$ cat src/rtl/uart_irq_pkg.sv
package uart_irq_pkg;
  typedef enum logic [2:0] {
    ID_MODEM   = 3'b000,
    ID_THRE    = 3'b001,
    ID_RXDATA  = 3'b010,
    ID_LINE    = 3'b011,
    ID_TIMEOUT = 3'b110
  } irq_id_e;

  localparam int unsigned EN_RX = 0;
  localparam int unsigned EN_TX = 1;
  localparam int unsigned EN_LS = 2;
  localparam int unsigned EN_MS = 3;
  localparam int unsigned EN_W  = 4;
endpackage

$ cat src/rtl/uart_msr_track.sv
module uart_msr_track #(
  parameter int unsigned LINES = 4
) (
  input  logic             clk_i,
  input  logic             rst_ni,
  input  logic [LINES-1:0] lines_i,
  input  logic             rd_i,
  output logic [LINES-1:0] lines_o,
  output logic [LINES-1:0] delta_o
);
  logic [LINES-1:0] lines_q, delta_q, toggled;
  logic             primed_q;

  assign toggled = primed_q ? (lines_i ^ lines_q) : '0;

  always_ff @(posedge clk_i or negedge rst_ni) begin
    if (!rst_ni) begin
      lines_q  <= '0;
      delta_q  <= '0;
      primed_q <= 1'b0;
    end else begin
      lines_q  <= lines_i;
      primed_q <= 1'b1;
      delta_q  <= (delta_q & ~{LINES{rd_i}}) | toggled;
    end
  end

  assign lines_o = lines_q;
  assign delta_o = delta_q;

  AST_MSR_CLR_ON_READ: assert property (@(posedge clk_i) disable iff (!rst_ni)
    rd_i && (lines_i == lines_q) |=> delta_q == '0);
  AST_MSR_SETS: assert property (@(posedge clk_i) disable iff (!rst_ni)
    primed_q && (lines_i != lines_q) |=> (delta_q & $past(lines_i ^ lines_q)) == $past(lines_i ^ lines_q));
endmodule

$ cat src/rtl/uart_irq_src.sv
module uart_irq_src #(
  parameter int unsigned CNT_W = 5
) (
  input  logic             clk_i,
  input  logic             rst_ni,
  input  logic             fifo_en_i,
  input  logic [CNT_W-1:0] tx_count_i,
  input  logic             ier_tx_i,
  input  logic             thr_wr_i,
  input  logic             isr_rd_i,
  input  logic             thre_shown_i,
  input  logic             rx_timeout_i,
  input  logic             rhr_rd_i,
  output logic             thre_o,
  output logic             timeout_o
);
  logic tx_empty, empty_q, ier_tx_q, thre_q, to_q;
  logic thre_set, thre_clr;

  assign tx_empty = (tx_count_i == '0);
  assign thre_set = (tx_empty & ~empty_q) | (tx_empty & ier_tx_i & ~ier_tx_q);
  assign thre_clr = thr_wr_i | (isr_rd_i & thre_shown_i);

  always_ff @(posedge clk_i or negedge rst_ni) begin
    if (!rst_ni) begin
      empty_q  <= 1'b1;
      ier_tx_q <= 1'b0;
      thre_q   <= 1'b0;
      to_q     <= 1'b0;
    end else begin
      empty_q  <= tx_empty;
      ier_tx_q <= ier_tx_i;
      if (thre_set)      thre_q <= 1'b1;
      else if (thre_clr) thre_q <= 1'b0;
      if (rx_timeout_i && fifo_en_i)  to_q <= 1'b1;
      else if (rhr_rd_i || !fifo_en_i) to_q <= 1'b0;
    end
  end

  assign thre_o    = thre_q;
  assign timeout_o = to_q;

  AST_THRE_CLR: assert property (@(posedge clk_i) disable iff (!rst_ni)
    thr_wr_i && !thre_set |=> !thre_o);
  AST_TO_NONFIFO: assert property (@(posedge clk_i) disable iff (!rst_ni)
    !fifo_en_i |=> !timeout_o);
endmodule

$ cat src/rtl/uart_irq_prio.sv
module uart_irq_prio
  import uart_irq_pkg::*;
(
  input  logic            clk_i,
  input  logic            rst_ni,
  input  logic            fifo_en_i,
  input  logic [EN_W-1:0] ier_i,
  input  logic            line_err_i,
  input  logic            rx_avail_i,
  input  logic            timeout_i,
  input  logic            thre_i,
  input  logic            delta_any_i,
  output logic [7:0]      isr_o,
  output logic            int_o,
  output logic            thre_shown_o
);
  logic    ls_p, to_p, rx_p, tx_p, ms_p, any_p;
  irq_id_e id;

  assign ls_p  = ier_i[EN_LS] & line_err_i;
  assign to_p  = ier_i[EN_RX] & timeout_i;
  assign rx_p  = ier_i[EN_RX] & rx_avail_i;
  assign tx_p  = ier_i[EN_TX] & thre_i;
  assign ms_p  = ier_i[EN_MS] & delta_any_i;
  assign any_p = ls_p | to_p | rx_p | tx_p | ms_p;

  always_comb begin
    if (ls_p)      id = ID_LINE;
    else if (to_p) id = ID_TIMEOUT;
    else if (rx_p) id = ID_RXDATA;
    else if (tx_p) id = ID_THRE;
    else           id = ID_MODEM;
  end

  assign isr_o        = {fifo_en_i, fifo_en_i, 2'b00, id, ~any_p};
  assign int_o        = any_p;
  assign thre_shown_o = any_p && (id == ID_THRE);

  AST_POLLED_QUIET: assert property (@(posedge clk_i) disable iff (!rst_ni)
    ier_i == '0 |-> !int_o && isr_o[0]);
  AST_LINE_FIRST: assert property (@(posedge clk_i) disable iff (!rst_ni)
    ls_p |-> isr_o[3:1] == 3'b011);
  AST_MODEM_LAST: assert property (@(posedge clk_i) disable iff (!rst_ni)
    (isr_o[3:1] == 3'b000) && int_o |-> ms_p && !ls_p && !rx_p && !to_p && !tx_p);
endmodule

$ cat src/rtl/uart_dma_rdy.sv
module uart_dma_rdy #(
  parameter int unsigned DEPTH = 16,
  parameter int unsigned CNT_W = 5
) (
  input  logic             clk_i,
  input  logic             rst_ni,
  input  logic             fifo_en_i,
  input  logic             dma_mode_i,
  input  logic [CNT_W-1:0] rx_count_i,
  input  logic [CNT_W-1:0] rx_trig_i,
  input  logic             timeout_i,
  input  logic [CNT_W-1:0] tx_count_i,
  output logic             txrdy_no,
  output logic             rxrdy_no
);
  localparam logic [CNT_W-1:0] FULL = CNT_W'(DEPTH);
  logic block, rx_any, rx_trig_hit, rx_act, tx_act;

  assign block       = fifo_en_i & dma_mode_i;
  assign rx_any      = (rx_count_i != '0);
  assign rx_trig_hit = rx_any && (rx_count_i >= rx_trig_i);

  always_comb begin
    if (block) begin
      rx_act = rx_trig_hit | timeout_i;
      tx_act = (tx_count_i < FULL);
    end else begin
      rx_act = rx_any;
      tx_act = (tx_count_i == '0);
    end
  end

  assign rxrdy_no = ~rx_act;
  assign txrdy_no = ~tx_act;

  AST_TX_FULL_BLOCK: assert property (@(posedge clk_i) disable iff (!rst_ni)
    block && (tx_count_i == FULL) |-> txrdy_no);
  AST_RX_EMPTY_SINGLE: assert property (@(posedge clk_i) disable iff (!rst_ni)
    !block && !rx_any |-> rxrdy_no);
endmodule

$ cat src/rtl/uart_irq_ctrl.sv
module uart_irq_ctrl
  import uart_irq_pkg::*;
#(
  parameter int unsigned DEPTH = 16,
  parameter int unsigned LINES = 4,
  localparam int unsigned CNT_W = $clog2(DEPTH + 1)
) (
  input  logic             clk_i,
  input  logic             rst_ni,
  input  logic             fifo_en_i,
  input  logic             dma_mode_i,
  input  logic [EN_W-1:0]  ier_i,
  input  logic [CNT_W-1:0] rx_count_i,
  input  logic [CNT_W-1:0] rx_trig_i,
  input  logic             rx_timeout_i,
  input  logic             rhr_rd_i,
  input  logic [CNT_W-1:0] tx_count_i,
  input  logic             thr_wr_i,
  input  logic [3:0]       lsr_err_i,
  input  logic             isr_rd_i,
  input  logic [LINES-1:0] modem_i,
  input  logic             msr_rd_i,
  output logic [7:0]       isr_o,
  output logic             int_o,
  output logic [2*LINES-1:0] msr_o,
  output logic             txrdy_no,
  output logic             rxrdy_no
);
  logic [LINES-1:0] lines, delta;
  logic thre, timeout, thre_shown, rx_avail;

  assign rx_avail = fifo_en_i ? ((rx_count_i != '0) && (rx_count_i >= rx_trig_i))
                              : (rx_count_i != '0);

  uart_msr_track #(.LINES(LINES)) u_msr (
    .clk_i, .rst_ni, .lines_i(modem_i), .rd_i(msr_rd_i),
    .lines_o(lines), .delta_o(delta)
  );

  uart_irq_src #(.CNT_W(CNT_W)) u_src (
    .clk_i, .rst_ni, .fifo_en_i, .tx_count_i, .ier_tx_i(ier_i[EN_TX]),
    .thr_wr_i, .isr_rd_i, .thre_shown_i(thre_shown), .rx_timeout_i, .rhr_rd_i,
    .thre_o(thre), .timeout_o(timeout)
  );

  uart_irq_prio u_prio (
    .clk_i, .rst_ni, .fifo_en_i, .ier_i, .line_err_i(|lsr_err_i),
    .rx_avail_i(rx_avail), .timeout_i(timeout), .thre_i(thre),
    .delta_any_i(|delta), .isr_o, .int_o, .thre_shown_o(thre_shown)
  );

  uart_dma_rdy #(.DEPTH(DEPTH), .CNT_W(CNT_W)) u_dma (
    .clk_i, .rst_ni, .fifo_en_i, .dma_mode_i, .rx_count_i, .rx_trig_i,
    .timeout_i(timeout), .tx_count_i, .txrdy_no, .rxrdy_no
  );

  assign msr_o = {lines, delta};

  AST_FIFO_BITS: assert property (@(posedge clk_i) disable iff (!rst_ni)
    isr_o[7:6] == {2{fifo_en_i}});
endmodule

$ cat config.mk
export PLATFORM = sky130hd
export DESIGN_NAME = uart_irq_ctrl
export DESIGN_NICKNAME = d
export VERILOG_FILES = /design/src/rtl/uart_irq_pkg.sv /design/src/rtl/uart_msr_track.sv /design/src/rtl/uart_irq_src.sv /design/src/rtl/uart_irq_prio.sv /design/src/rtl/uart_dma_rdy.sv /design/src/rtl/uart_irq_ctrl.sv
export SDC_FILE = /design/constraint.sdc
export NUM_CORES = 1
export LEC_CHECK = 0
export CAP_MARGIN = 0
export CORE_MARGIN = 5
export CORE_UTILIZATION = 37
export CTS_CLUSTER_DIAMETER = 120
export DETAILED_ROUTE_END_ITERATION = 10
export GPL_TIMING_DRIVEN = 1
export PLACE_DENSITY = 0.93
export SLEW_MARGIN = 20
export SYNTH_ARGS = -nofsm -noshare
export SYNTH_HDL_FRONTEND = slang
export SYNTH_SLANG_ARGS = --single-unit
$ cat constraint.sdc
create_clock -name clk_i -period 2.45 [get_ports clk_i]
set_input_delay 0.3675 -clock clk_i [delete_from_list [all_inputs] [get_ports clk_i]]
set_output_delay 0.3675 -clock clk_i [all_outputs]
set_load 0.03 [all_outputs]
==> results of run 1 <==
## layer usage
| layer | part of all wire (%) | track usage, % | wire [um] |
|---|---|---|---|
| met1 | 40 | 17.6 | 1010 |
| met2 | 47 | 25.0 | 1170 |
| met3 | 12 | 7.80 | 310 |
| met4 | 0.52 | 7.12 | 13 |
| met5 | 0 | 0 | 0 |
## flip-flops by register name, indices dropped and copies added (netlist names)
signal           flops
u_msr.primed_q       1
u_src.thre_o         1
u_src.ier_tx_q       1
u_src.empty_q        1
u_msr.delta_o        4
u_msr.lines_o        4
u_src.timeout_o      1
## kinds of logic (layout without fill, tap and decap cells)
logic type               Yosys count  count (layout)  synth area share (%)
AO/OA/AOI/OAI                     25              25                  24.6
XOR/XNOR                           4               4                  4.42
adder cells (fa/ha/maj)            5               5                  7.89
buffers and inverters             15              71                  8.99
flip-flops                        13              13                  41.2
other                              2               3                 0.947
AND/OR/NAND/NOR                   19              19                  12.0
## power breakdown
part / switching [mW] / internal (mW)
logic: 0.118 / 0.120
clock network: 0.0668 / 0.0631
registers: 0.0136 / 0.230
total: 0.199 / 0.413
## how the worst min path moves through the flow
stage                                  end  slack (ns)  depth (start not counted)
5_1_grt         u_msr.lines_o[1]$_DFF_PN0_        0.49                          1
3_3_place_gp    u_msr.delta_o[3]$_DFF_PN0_        0.52                          2
2_1_floorplan   u_msr.delta_o[0]$_DFF_PN0_        0.07                          0
4_1_cts         u_msr.lines_o[1]$_DFF_PN0_        0.47                          1
6_report       u_src.timeout_o$_DFFE_PN0P_        0.45                          1
3_5_place_dp    u_msr.delta_o[3]$_DFF_PN0_        0.54                          2
## cell type report
| type | count | area share [%] |
|---|---|---|
| Multi-Input combinational cell | 56 | 30.7 |
| Inverter | 11 | 2.94 |
| Timing Repair Buffer | 56 | 38.9 |
| Tap cell | 27 | 2.40 |
| Sequential cell | 13 | 23.2 |
| Clock buffer | 4 | 1.87 |
## cells in the final DEF (no fill, tap or decap), drive strengths merged, types with 2 or more instances in the layout
| master | instances |
|---|---|
| a21oi | 4 |
| a31oi | 3 |
| buf | 9 |
| clkbuf | 4 |
| clkdlybuf4s50 | 42 |
| conb | 3 |
| dfrtp | 12 |
| dlymetal6s2s | 4 |
| ha | 5 |
| inv | 11 |
| nand2 | 8 |
| nand2b | 3 |
| nor2 | 4 |
| o211ai | 2 |
| o21a | 2 |
| o21ai | 5 |
| o41ai | 2 |
| xor2 | 4 |
## synth_stat cells
cell        n
o21ai_0     5
o21a_1      1
o2111ai_1   1
nor2_2      1
conb_1      2
and4_1      1
dfrtp_1    12
a21o_1      1
a32oi_1     1
nor4_1      1
nor2_1      3
or4_1       1
a41oi_1     1
o211ai_1    2
inv_1      11
nand2b_1    3
o31ai_1     1
nand2_1     8
a21oi_1     4
o211a_1     1
buf_4       4
ha_1        5
nor2b_1     1
o41a_1      1
o41ai_2     1
a31oi_1     2
dfstp_2     1
a31oi_2     1
o41ai_1     1
xor2_1      4
o21a_4      1
## metrics by stage
step                      util (%)  setup TNS [ns]
final                         70.3               0
after global routing          70.3         -0.0490
after CTS                     68.6               0
after detailed placement      66.9          -0.150
after global placement        66.9               0
after floorplan                  -               0
## worst reg2reg max path: stages, from the launching register on
cell     delay, ns
dfrtp_1       0.39
nand2_1       0.10
and4_1        0.23
o21a_4        0.13
o31ai_1       0.24
## timing repair
action / in CTS / in global routing
gates resized for setup: 2 / 8
gates cloned: 0 / 0
pin swaps: 2 / 5
hold buffers: 0 / 0
setup buffers: 0 / 0
endpoints found under the setup margin: 5 / 5
==> qor.csv, run 1 <==
metric,value,unit
worst setup path start,rx_trig_i[4],
"Cell Area, Synth",793,sq um
Multi-input gate area,432,sq um
Max VDD drop,0.000396,V
Startpoint Class,input port,
Hold Crit Class,in -> async,
Buf/Inv on CP,3,
DP Wirelength,2.01,mm
GPL Wtd Cong,0.832,
Longest Clk Path Bufs,2,
status,"complete, no violations",
Slew HR,62.0,%
CP Cell Sequence,"clkdlybuf4s50_1, inv_1, ha_1, a21oi_2, and4_1, o21a_4, o211a_1, buf_4",
Yosys top cell by area,dfrtp_1,
via count,837,
critical path depth in cells,8,
core area,2000,sq um
slowest cell on the critical path,clkdlybuf4s50_1,
synthesized netlist cell count,83,
Design Power,0.612,mW
CTS Sinks,13,
Worst R2R Start,u_src.timeout_o$_DFFE_PN0P_,
pre-CTS WS,-0.0465,ns
Final Hold Viols,0,
Max Cap Violations,0,
worst reg2reg path depth,4,
initial antenna violation count,0,
die extent in y,56.3,um
Worst Path Required,2.08,ns
register area share after synthesis,41.2,%
Reg2Reg Setup Slack,1.26,ns
Clock Latency Late Sink,0.27,ns
Post-DRT Antenna Nets,0,
Diodes inserted,0,
post-synth top area share,37.9,%
synth unique cells,31,
drt pass-1 iters,4,
Power Density,435,nW/um^2
CTS Buf Count,3,
Crit Path Class,in -> out,
final net count,182,
pin count of the biggest net entering global routing,14,
CP top delay family,buffers and inverters,
WP data arrival,2.05,ns
# placed instances,163,
full die area,3170,sq um
FMAX,414,MHz
Avg Inst Size Synth,9.56,sq um
Fin Hold WS,0.453,ns
Yosys Warn Count,0,
Worst setup EP type,output pin,
DRC,0,
DRT Wirelength,2.50,mm
critical path endpoint,isr_o[0],
crit path time final,2.41,ns
CTS tree,yes,
Setup Viol. Count Final,0,
Final Skew,0.00595,ns
Avg WL per Cell,15.0,um
setup ws final,0.0352,ns
RR Endpoint,u_src.thre_o$_DFFE_PN0P_,
Iteration-0 DRC Markers,23,
Port Buffers,52,
vias in the first global route,904,
Post-Layout Cell Count,167,
post-route cell area,1410,sq um
final worst-path cycle share,98.6,%
Reg area,327,sq um
largest cells by area after synthesis,"dfrtp_1 (38%), ha_1 (7.9%), inv_1 (5.2%)",
Critical Path Max Stage Delay,0.48,ns
Final Max Slew Viols,0,
"Reg clk slew, reported paths",0.08,ns
io pins,55,
Fillers,153,
layout cell share with drive strength beyond 1,15.0,%
total track usage,15.7,%
#FFs+latches synth,13,
Die X,56.3,um
# H-tree levels,1,
Worst-Margin Slew,0.568,ns
first-pass GRT wire length,3.93,mm
Lkg Pwr,0.659,nW
clock root buffer,clkbuf_4,
Post-Place Cell Area,1340,sq um
GRT overflow,0,
CP max FO,4,
Initial Util,39.6,%
Vias/cell,5.01,
synthesis-to-finish area growth,77.3,%
Core Rows,16,
No activity file was read; power rests on OpenSTA's default activity.
==> inputs of run 2 (changes only) <==
--- a/config.mk
+++ b/config.mk
@@ -5,7 +5,6 @@
 export SDC_FILE = /design/constraint.sdc
 export NUM_CORES = 1
 export LEC_CHECK = 0
-export CAP_MARGIN = 0
 export CORE_MARGIN = 5
 export CORE_UTILIZATION = 37
 export CTS_CLUSTER_DIAMETER = 120
==> results of run 2 <==
No change in the layout: final DEF, timing and power equal those of run 1.
